<file path="src/rtl/mdio_mgmt_pkg.sv">
package mdio_mgmt_pkg;
    localparam int CMD_W          = 32;
    localparam int DATA_W         = 16;
    localparam int PRE_LEN        = 32;
    localparam int FRAME_LEN      = PRE_LEN + CMD_W;
    localparam int IDX_W          = $clog2(FRAME_LEN);
    localparam int CMD_SEL_W      = $clog2(CMD_W);
    localparam int OP_HI          = 29;
    localparam int RD_RELEASE_IDX = PRE_LEN + CMD_W - 1 - DATA_W;
    localparam int RD_DATA_IDX    = FRAME_LEN - DATA_W;
    localparam int ADDR_W         = 2;
    localparam int CTRL_EN_BIT    = 4;
    localparam int STAT_IDLE_BIT  = 2;

    localparam logic [1:0]        OP_READ   = 2'b10;
    localparam logic [ADDR_W-1:0] ADDR_CTRL = 2'd0;
    localparam logic [ADDR_W-1:0] ADDR_STAT = 2'd1;
    localparam logic [ADDR_W-1:0] ADDR_CMD  = 2'd2;

    typedef struct packed {
        logic              en;
        logic              busy;
        logic [IDX_W-1:0]  idx;
        logic [CMD_W-1:0]  cmd;
        logic [DATA_W-1:0] cap;
    } eng_state_t;
endpackage

</file>
<file path="src/rtl/mdio_clk_div.sv">
module mdio_clk_div #(
    parameter int DIV = 48
) (
    input  logic clk,
    input  logic rst_n,
    input  logic run,
    output logic mdc,
    output logic rise_tick,
    output logic fall_tick
);
    localparam int CW   = $clog2(DIV);
    localparam int HALF = DIV / 2;

    typedef struct packed {
        logic [CW-1:0] cnt;
        logic          mdc;
    } div_state_t;

    div_state_t div_d, div_q;

    always_comb begin
        div_d = div_q;
        if (!run || div_q.cnt == CW'(DIV - 1)) begin
            div_d.cnt = '0;
        end else begin
            div_d.cnt = div_q.cnt + 1'b1;
        end
        div_d.mdc = (div_d.cnt >= CW'(HALF));
    end

    always_ff @(posedge clk) begin
        if (!rst_n) begin
            div_q <= '0;
        end else begin
            div_q <= div_d;
        end
    end

    assign mdc       = div_q.mdc;
    assign rise_tick = run && (div_q.cnt == CW'(HALF - 1));
    assign fall_tick = run && (div_q.cnt == CW'(DIV - 1));


    mdc_rise_chk: assert property (@(posedge clk) disable iff (!rst_n)
        rise_tick |=> mdc);

    mdc_fall_chk: assert property (@(posedge clk) disable iff (!rst_n)
        fall_tick |=> !mdc);
endmodule

</file>
<file path="src/rtl/mdio_pin_drive.sv">
module mdio_pin_drive
    import mdio_mgmt_pkg::*;
(
    input  logic             busy,
    input  logic [IDX_W-1:0] idx,
    input  logic [CMD_W-1:0] cmd,
    output logic             rd_frame,
    output logic             mdio_o,
    output logic             mdio_oe
);
    logic [CMD_SEL_W-1:0] sel;

    always_comb begin
        rd_frame = (cmd[OP_HI -: 2] == OP_READ);
        sel      = CMD_SEL_W'(CMD_W - 1) - idx[CMD_SEL_W-1:0];
        if (!busy || idx < IDX_W'(PRE_LEN)) begin
            mdio_o = 1'b1;
        end else begin
            mdio_o = cmd[sel];
        end
        mdio_oe = busy && !(rd_frame && idx >= IDX_W'(RD_RELEASE_IDX));
    end
endmodule

</file>
<file path="src/rtl/mdio_mgmt_engine.sv">
module mdio_mgmt_engine
    import mdio_mgmt_pkg::*;
#(
    parameter int MDC_DIV = 48
) (
    input  logic              clk,
    input  logic              rst_n,
    input  logic              reg_wr,
    input  logic [ADDR_W-1:0] reg_addr,
    input  logic [CMD_W-1:0]  reg_wdata,
    output logic [CMD_W-1:0]  reg_rdata,
    output logic              mdc,
    input  logic              mdio_i,
    output logic              mdio_o,
    output logic              mdio_oe
);
    eng_state_t st_d, st_q;
    logic rise_tick, fall_tick, rd_frame;
    logic cmd_wr, ctrl_wr, last_bit;

    mdio_clk_div #(.DIV(MDC_DIV)) u_div (
        .clk       (clk),
        .rst_n     (rst_n),
        .run       (st_q.busy),
        .mdc       (mdc),
        .rise_tick (rise_tick),
        .fall_tick (fall_tick)
    );

    mdio_pin_drive u_pin (
        .busy     (st_q.busy),
        .idx      (st_q.idx),
        .cmd      (st_q.cmd),
        .rd_frame (rd_frame),
        .mdio_o   (mdio_o),
        .mdio_oe  (mdio_oe)
    );

    assign cmd_wr   = reg_wr && (reg_addr == ADDR_CMD);
    assign ctrl_wr  = reg_wr && (reg_addr == ADDR_CTRL);
    assign last_bit = fall_tick && (st_q.idx == IDX_W'(FRAME_LEN - 1));

    always_comb begin
        st_d = st_q;
        if (ctrl_wr) begin
            st_d.en = reg_wdata[CTRL_EN_BIT];
        end
        if (!st_q.busy) begin
            if (cmd_wr && st_q.en) begin
                st_d.cmd  = reg_wdata;
                st_d.busy = 1'b1;
                st_d.idx  = '0;
                st_d.cap  = '0;
            end
        end else begin
            if (rise_tick && rd_frame && st_q.idx >= IDX_W'(RD_DATA_IDX)) begin
                st_d.cap = {st_q.cap[DATA_W-2:0], mdio_i};
            end
            if (fall_tick) begin
                st_d.idx = st_q.idx + 1'b1;
                if (last_bit) begin
                    st_d.busy = 1'b0;
                    if (rd_frame) begin
                        st_d.cmd[DATA_W-1:0] = st_d.cap;
                    end
                end
            end
        end
    end

    always_ff @(posedge clk) begin
        if (!rst_n) begin
            st_q <= '0;
        end else begin
            st_q <= st_d;
        end
    end

    always_comb begin
        reg_rdata = '0;
        case (reg_addr)
            ADDR_CTRL: reg_rdata[CTRL_EN_BIT]   = st_q.en;
            ADDR_STAT: reg_rdata[STAT_IDLE_BIT] = !st_q.busy;
            ADDR_CMD:  reg_rdata                = st_q.cmd;
            default:   reg_rdata                = '0;
        endcase
    end


    idle_mdc_low_chk: assert property (@(posedge clk) disable iff (!rst_n)
        !st_q.busy |-> !mdc);

    start_cause_chk: assert property (@(posedge clk) disable iff (!rst_n)
        $rose(st_q.busy) |-> $past(cmd_wr));

    drive_needs_busy_chk: assert property (@(posedge clk) disable iff (!rst_n)
        mdio_oe |-> st_q.busy);

    data_edge_chk: assert property (@(posedge clk) disable iff (!rst_n)
        (st_q.busy && !$stable(mdio_o)) |-> !mdc);

    disabled_start_chk: assert property (@(posedge clk) disable iff (!rst_n)
        (!st_q.en && !st_q.busy) |=> !st_q.busy);

    busy_write_chk: assert property (@(posedge clk) disable iff (!rst_n)
        (st_q.busy && cmd_wr && !last_bit) |=> $stable(st_q.cmd));
endmodule

</file>
<file path="config.mk">
export PLATFORM = sky130hd
export DESIGN_NAME = mdio_mgmt_engine
export DESIGN_NICKNAME = d
export VERILOG_FILES = /design/src/rtl/mdio_mgmt_pkg.sv /design/src/rtl/mdio_clk_div.sv /design/src/rtl/mdio_pin_drive.sv /design/src/rtl/mdio_mgmt_engine.sv
export SDC_FILE = /design/constraint.sdc
export NUM_CORES = 1
export LEC_CHECK = 0
export ABC_CLOCK_PERIOD_IN_PS = 2000
export CAP_MARGIN = 20
export CORE_MARGIN = 5
export CORE_UTILIZATION = 47
export DETAILED_ROUTE_END_ITERATION = 10
export GPL_TIMING_DRIVEN = 1
export PLACE_DENSITY_LB_ADDON = 0.1
export SYNTH_ARGS = -nofsm -noshare
export SYNTH_HDL_FRONTEND = slang
export SYNTH_SLANG_ARGS = --single-unit
</file>
<file path="constraint.sdc">
create_clock -name clk -period 2 [get_ports clk]
set_input_delay 0.2 -clock clk [delete_from_list [all_inputs] [get_ports clk]]
set_output_delay 0.2 -clock clk [all_outputs]
set_load 0.01 [all_outputs]
</file>
==> results of run 1 <==
## path summary, 6_finish.rpt
check,startpoint,end,slack [ps],depth (start not counted)
min reg2reg,u_div.div_q[1],u_div.div_q[1],450,1
min,reg_wdata[25],st_q[41],420,3
max reg2reg,st_q[53],st_q[19],70,5
max,st_q[50],mdio_o,8,6
## cell usage in the layout, fill, tap and decap left out, drive strengths merged, types with 3 or more instances in the layout
cell	count
a22oi	5
mux2i	16
xnor2	4
dfxtp	63
nand4	20
dlymetal6s2s	6
o21ai	3
nand2	58
inv	6
a21boi	37
a221oi	17
nand2b	4
nor2b	4
o31ai	34
nor2	10
nand3	14
and3	3
and2	30
ha	5
dlygate4sd2	8
o21a	17
a21o	16
a21oi	20
clkbuf	14
a31oi	4
buf	33
clkdlybuf4s50	58
## synth_stat cells, types with 5 or more instances
cell type and instances:
a21oi_1 20, dfxtp_1 63, a21boi_1 5, a21boi_0 32, a221oi_2 10, nor2_1 10
clkbuf_1 36, a221oi_1 7, nand3_1 13, buf_2 9, mux2i_1 16, o31ai_1 34
o21a_1 17, and2_1 30, nand4_1 20, nand2_1 58, a21o_1 16, a22oi_1 5
inv_1 6, ha_1 5
## cell type report
cell class	count	area (µm²)
Clock buffer	12	165
Multi-Input combinational cell	342	2390
Inverter	6	22.5
Clock inverter	1	5.00
Tap cell	102	128
Fill cell	685	2740
Sequential cell	63	1260
Timing Repair Buffer	107	1100
## metal layers
layer	share of wire (%)	track usage, %	vias to the layer above
li1	-	-	1822
met1	44	31.3	1857
met2	48	36.3	158
met3	6.0	3.96	21
met4	2.0	9.02	0
met5	0	0	-
## registers in the layout, indices dropped and copies added (netlist names)
register     count
st_q            56
u_div.div_q      6
u_div.mdc        1
## cells by family after synthesis
logic type | synth area share (%)
buf+inv | 5.81
compound gates | 32.7
xor+xnor | 0.920
simple gates | 21.6
fa+ha+maj | 1.64
mux | 4.20
flops | 33.1
## worst register-to-register path: stages (launching register included)
cell and delay, ps:
dfxtp_1 530, nand3b_4 120, or4_1 530, buf_4 230, a221oi_1 290, a21oi_1 120
## stage by stage
stage	hold WS, ps	cells
6_report	423	633
4_1_cts	420	631
2_1_floorplan	345	459
5_1_grt	420	633
3_5_place_dp	440	618
3_3_place_gp	424	618
## power breakdown
part           internal [µW]  switching, µW
combinational            114           79.5
sequential              1260           9.17
clock                    529            488
## timing repair
item / CTS / global route
setup endpoints to repair: 32 / 30
pin swaps: 0 / 2
setup buffers: 0 / 0
gates cloned: 0 / 2
resized for setup: 16 / 11
==> impl_metrics.py, run 1 <==
metrics = {
    "synthesis": {
        "syn_nets": 502,
        "synth-seq-area-share_pct": 33.1,
        "synthArstFlopShare_pct": 0,
        "synth-main-ff-cell": "dfxtp_1",
        "ys_top_cells_by_area": "dfxtp_1 33%, o31ai_1 6.7%, a21boi_0 6.3%",
        "synthCells": 459,
        "yosys_register_bits": 63,
        "synth_edf_count": 0,
        "netlist.top_cell.by_area": "dfxtp_1",
        "synth_area_mm2": 0.00381,
        "post_synth_num_cell_types": 46,
        "yosys_warnings": 0,
        "syn_avg_cell_area_um2": 8.30,
        "yosys.area.top_type_share_pct": 33.1,
    },
    "global_routing": {
        "grt_usage_pct": 23.0,
        "grt_pass1_vias": 3718,
        "antenna_found_initial": 0,
        "overflow": 0,
        "grt_pass1_wl_um": 18700,
        "grt_max_degree": 59,
    },
    "setup_path": {
        "critPathLaunchType": "flop",
        "critPathBufInv": 2,
        "crit_chain": "buf_12 -> mux2i_2 -> a22oi_1 -> a31oi_1 -> nand4_1 -> dlygate4sd2_1",
        "critPathMaxStageDelay_ps": 380,
        "crit_arrival_ps": 1790,
        "worstPathMaxFanout": 11,
        "cp_slowest_cell": "dfxtp_4",
        "end_kind": "output pin",
        "critical-path-top-delay-family": "buffers and inverters",
        "setup.worst_path.class": "flop to output pin",
        "critPathRequiredTime_ps": 1800,
    },
    "timing": {
        "max_freq_ghz": 0.502,
        "hold_viol": 0,
        "rsz0062_at_grt": "yes",
        "fin_crit_sh_pct": 99.6,
        "fin_crit_ps": 1990,
        "setup_ws_ps": 8.33,
        "worstMarginPinSlew_ps": 533,
        "finClkSkew_ps": 6.49,
        "tns_ps": 0,
        "max_slew_margin_pct": 64.2,
        "setup_viol": 0,
        "drv_slew": 0,
    },
    "floorplanning": {
        "dieWidth_um": 100,
        "die_h_um": 100,
        "start_util_pct": 48.8,
        "rows": 32,
        "core-area_mm2": 0.00781,
        "die_area_mm2": 0.0100,
        "io_pins": 73,
    },
    "pwr": {
        "ir_drop_v": 0.000359,
        "finalPower_uw": 2480,
        "power_density_mw_per_mm2": 489,
        "leakagePower_uw": 0.00189,
    },
    "clock_tree": {
        "cts_made_buffers": 9,
        "max-clock-path-buffers": 2,
        "root_buffer": "clkbuf_8",
        "cts_hold_buf": 0,
        "numClockSinks": 63,
        "insertion_delay_ps": 340,
        "htreeDepth": 3,
        "cts_tree": "yes",
        "clkTransAtPathRegs_ps": 70,
    },
    "layout": {
        "syn2layout_area_growth_pct": 33.1,
        "diodes": 0,
        "drive_gt1_share_pct": 14.1,
        "design_area_mm2": 0.00507,
        "fin_util_pct": 65.0,
        "nets": 572,
    },
    "placement": {
        "io_buffers": 72,
        "dpl.hpwl_um": 7980,
        "dpl_worst_slack_ps": -160,
        "gp_congestion": 0.855,
        "dpl_cell_area_mm2": 0.00480,
    },
    "hold_path": {
        "hp-class": "input port to flop",
    },
    "drt": {
        "ant_nets": 0,
        "vias": 3858,
        "drt_first_iter_violations": 288,
        "viasPerCell": 6.09,
        "wl_per_cell_um": 18.9,
        "routed_wl_um": 11900,
        "firstDrtPassIters": 5,
        "drc": 0,
    },
    "outcome": {
        "status": "completed",
    },
    "flow_run": {
        "max-cap-violations": 0,
    },
}
Note: power is estimated with default switching activity, not from simulation.
==> run 2, diff against run 1 <==
--- a/config.mk
+++ b/config.mk
@@ -5,8 +5,7 @@
 export SDC_FILE = /design/constraint.sdc
 export NUM_CORES = 1
 export LEC_CHECK = 0
-export ABC_CLOCK_PERIOD_IN_PS = 2000
-export CAP_MARGIN = 20
+export CAP_MARGIN = 25
 export CORE_MARGIN = 5
 export CORE_UTILIZATION = 47
 export DETAILED_ROUTE_END_ITERATION = 10
==> results of run 2 <==
The final DEF is identical to that of run 1; final timing and power are the same.
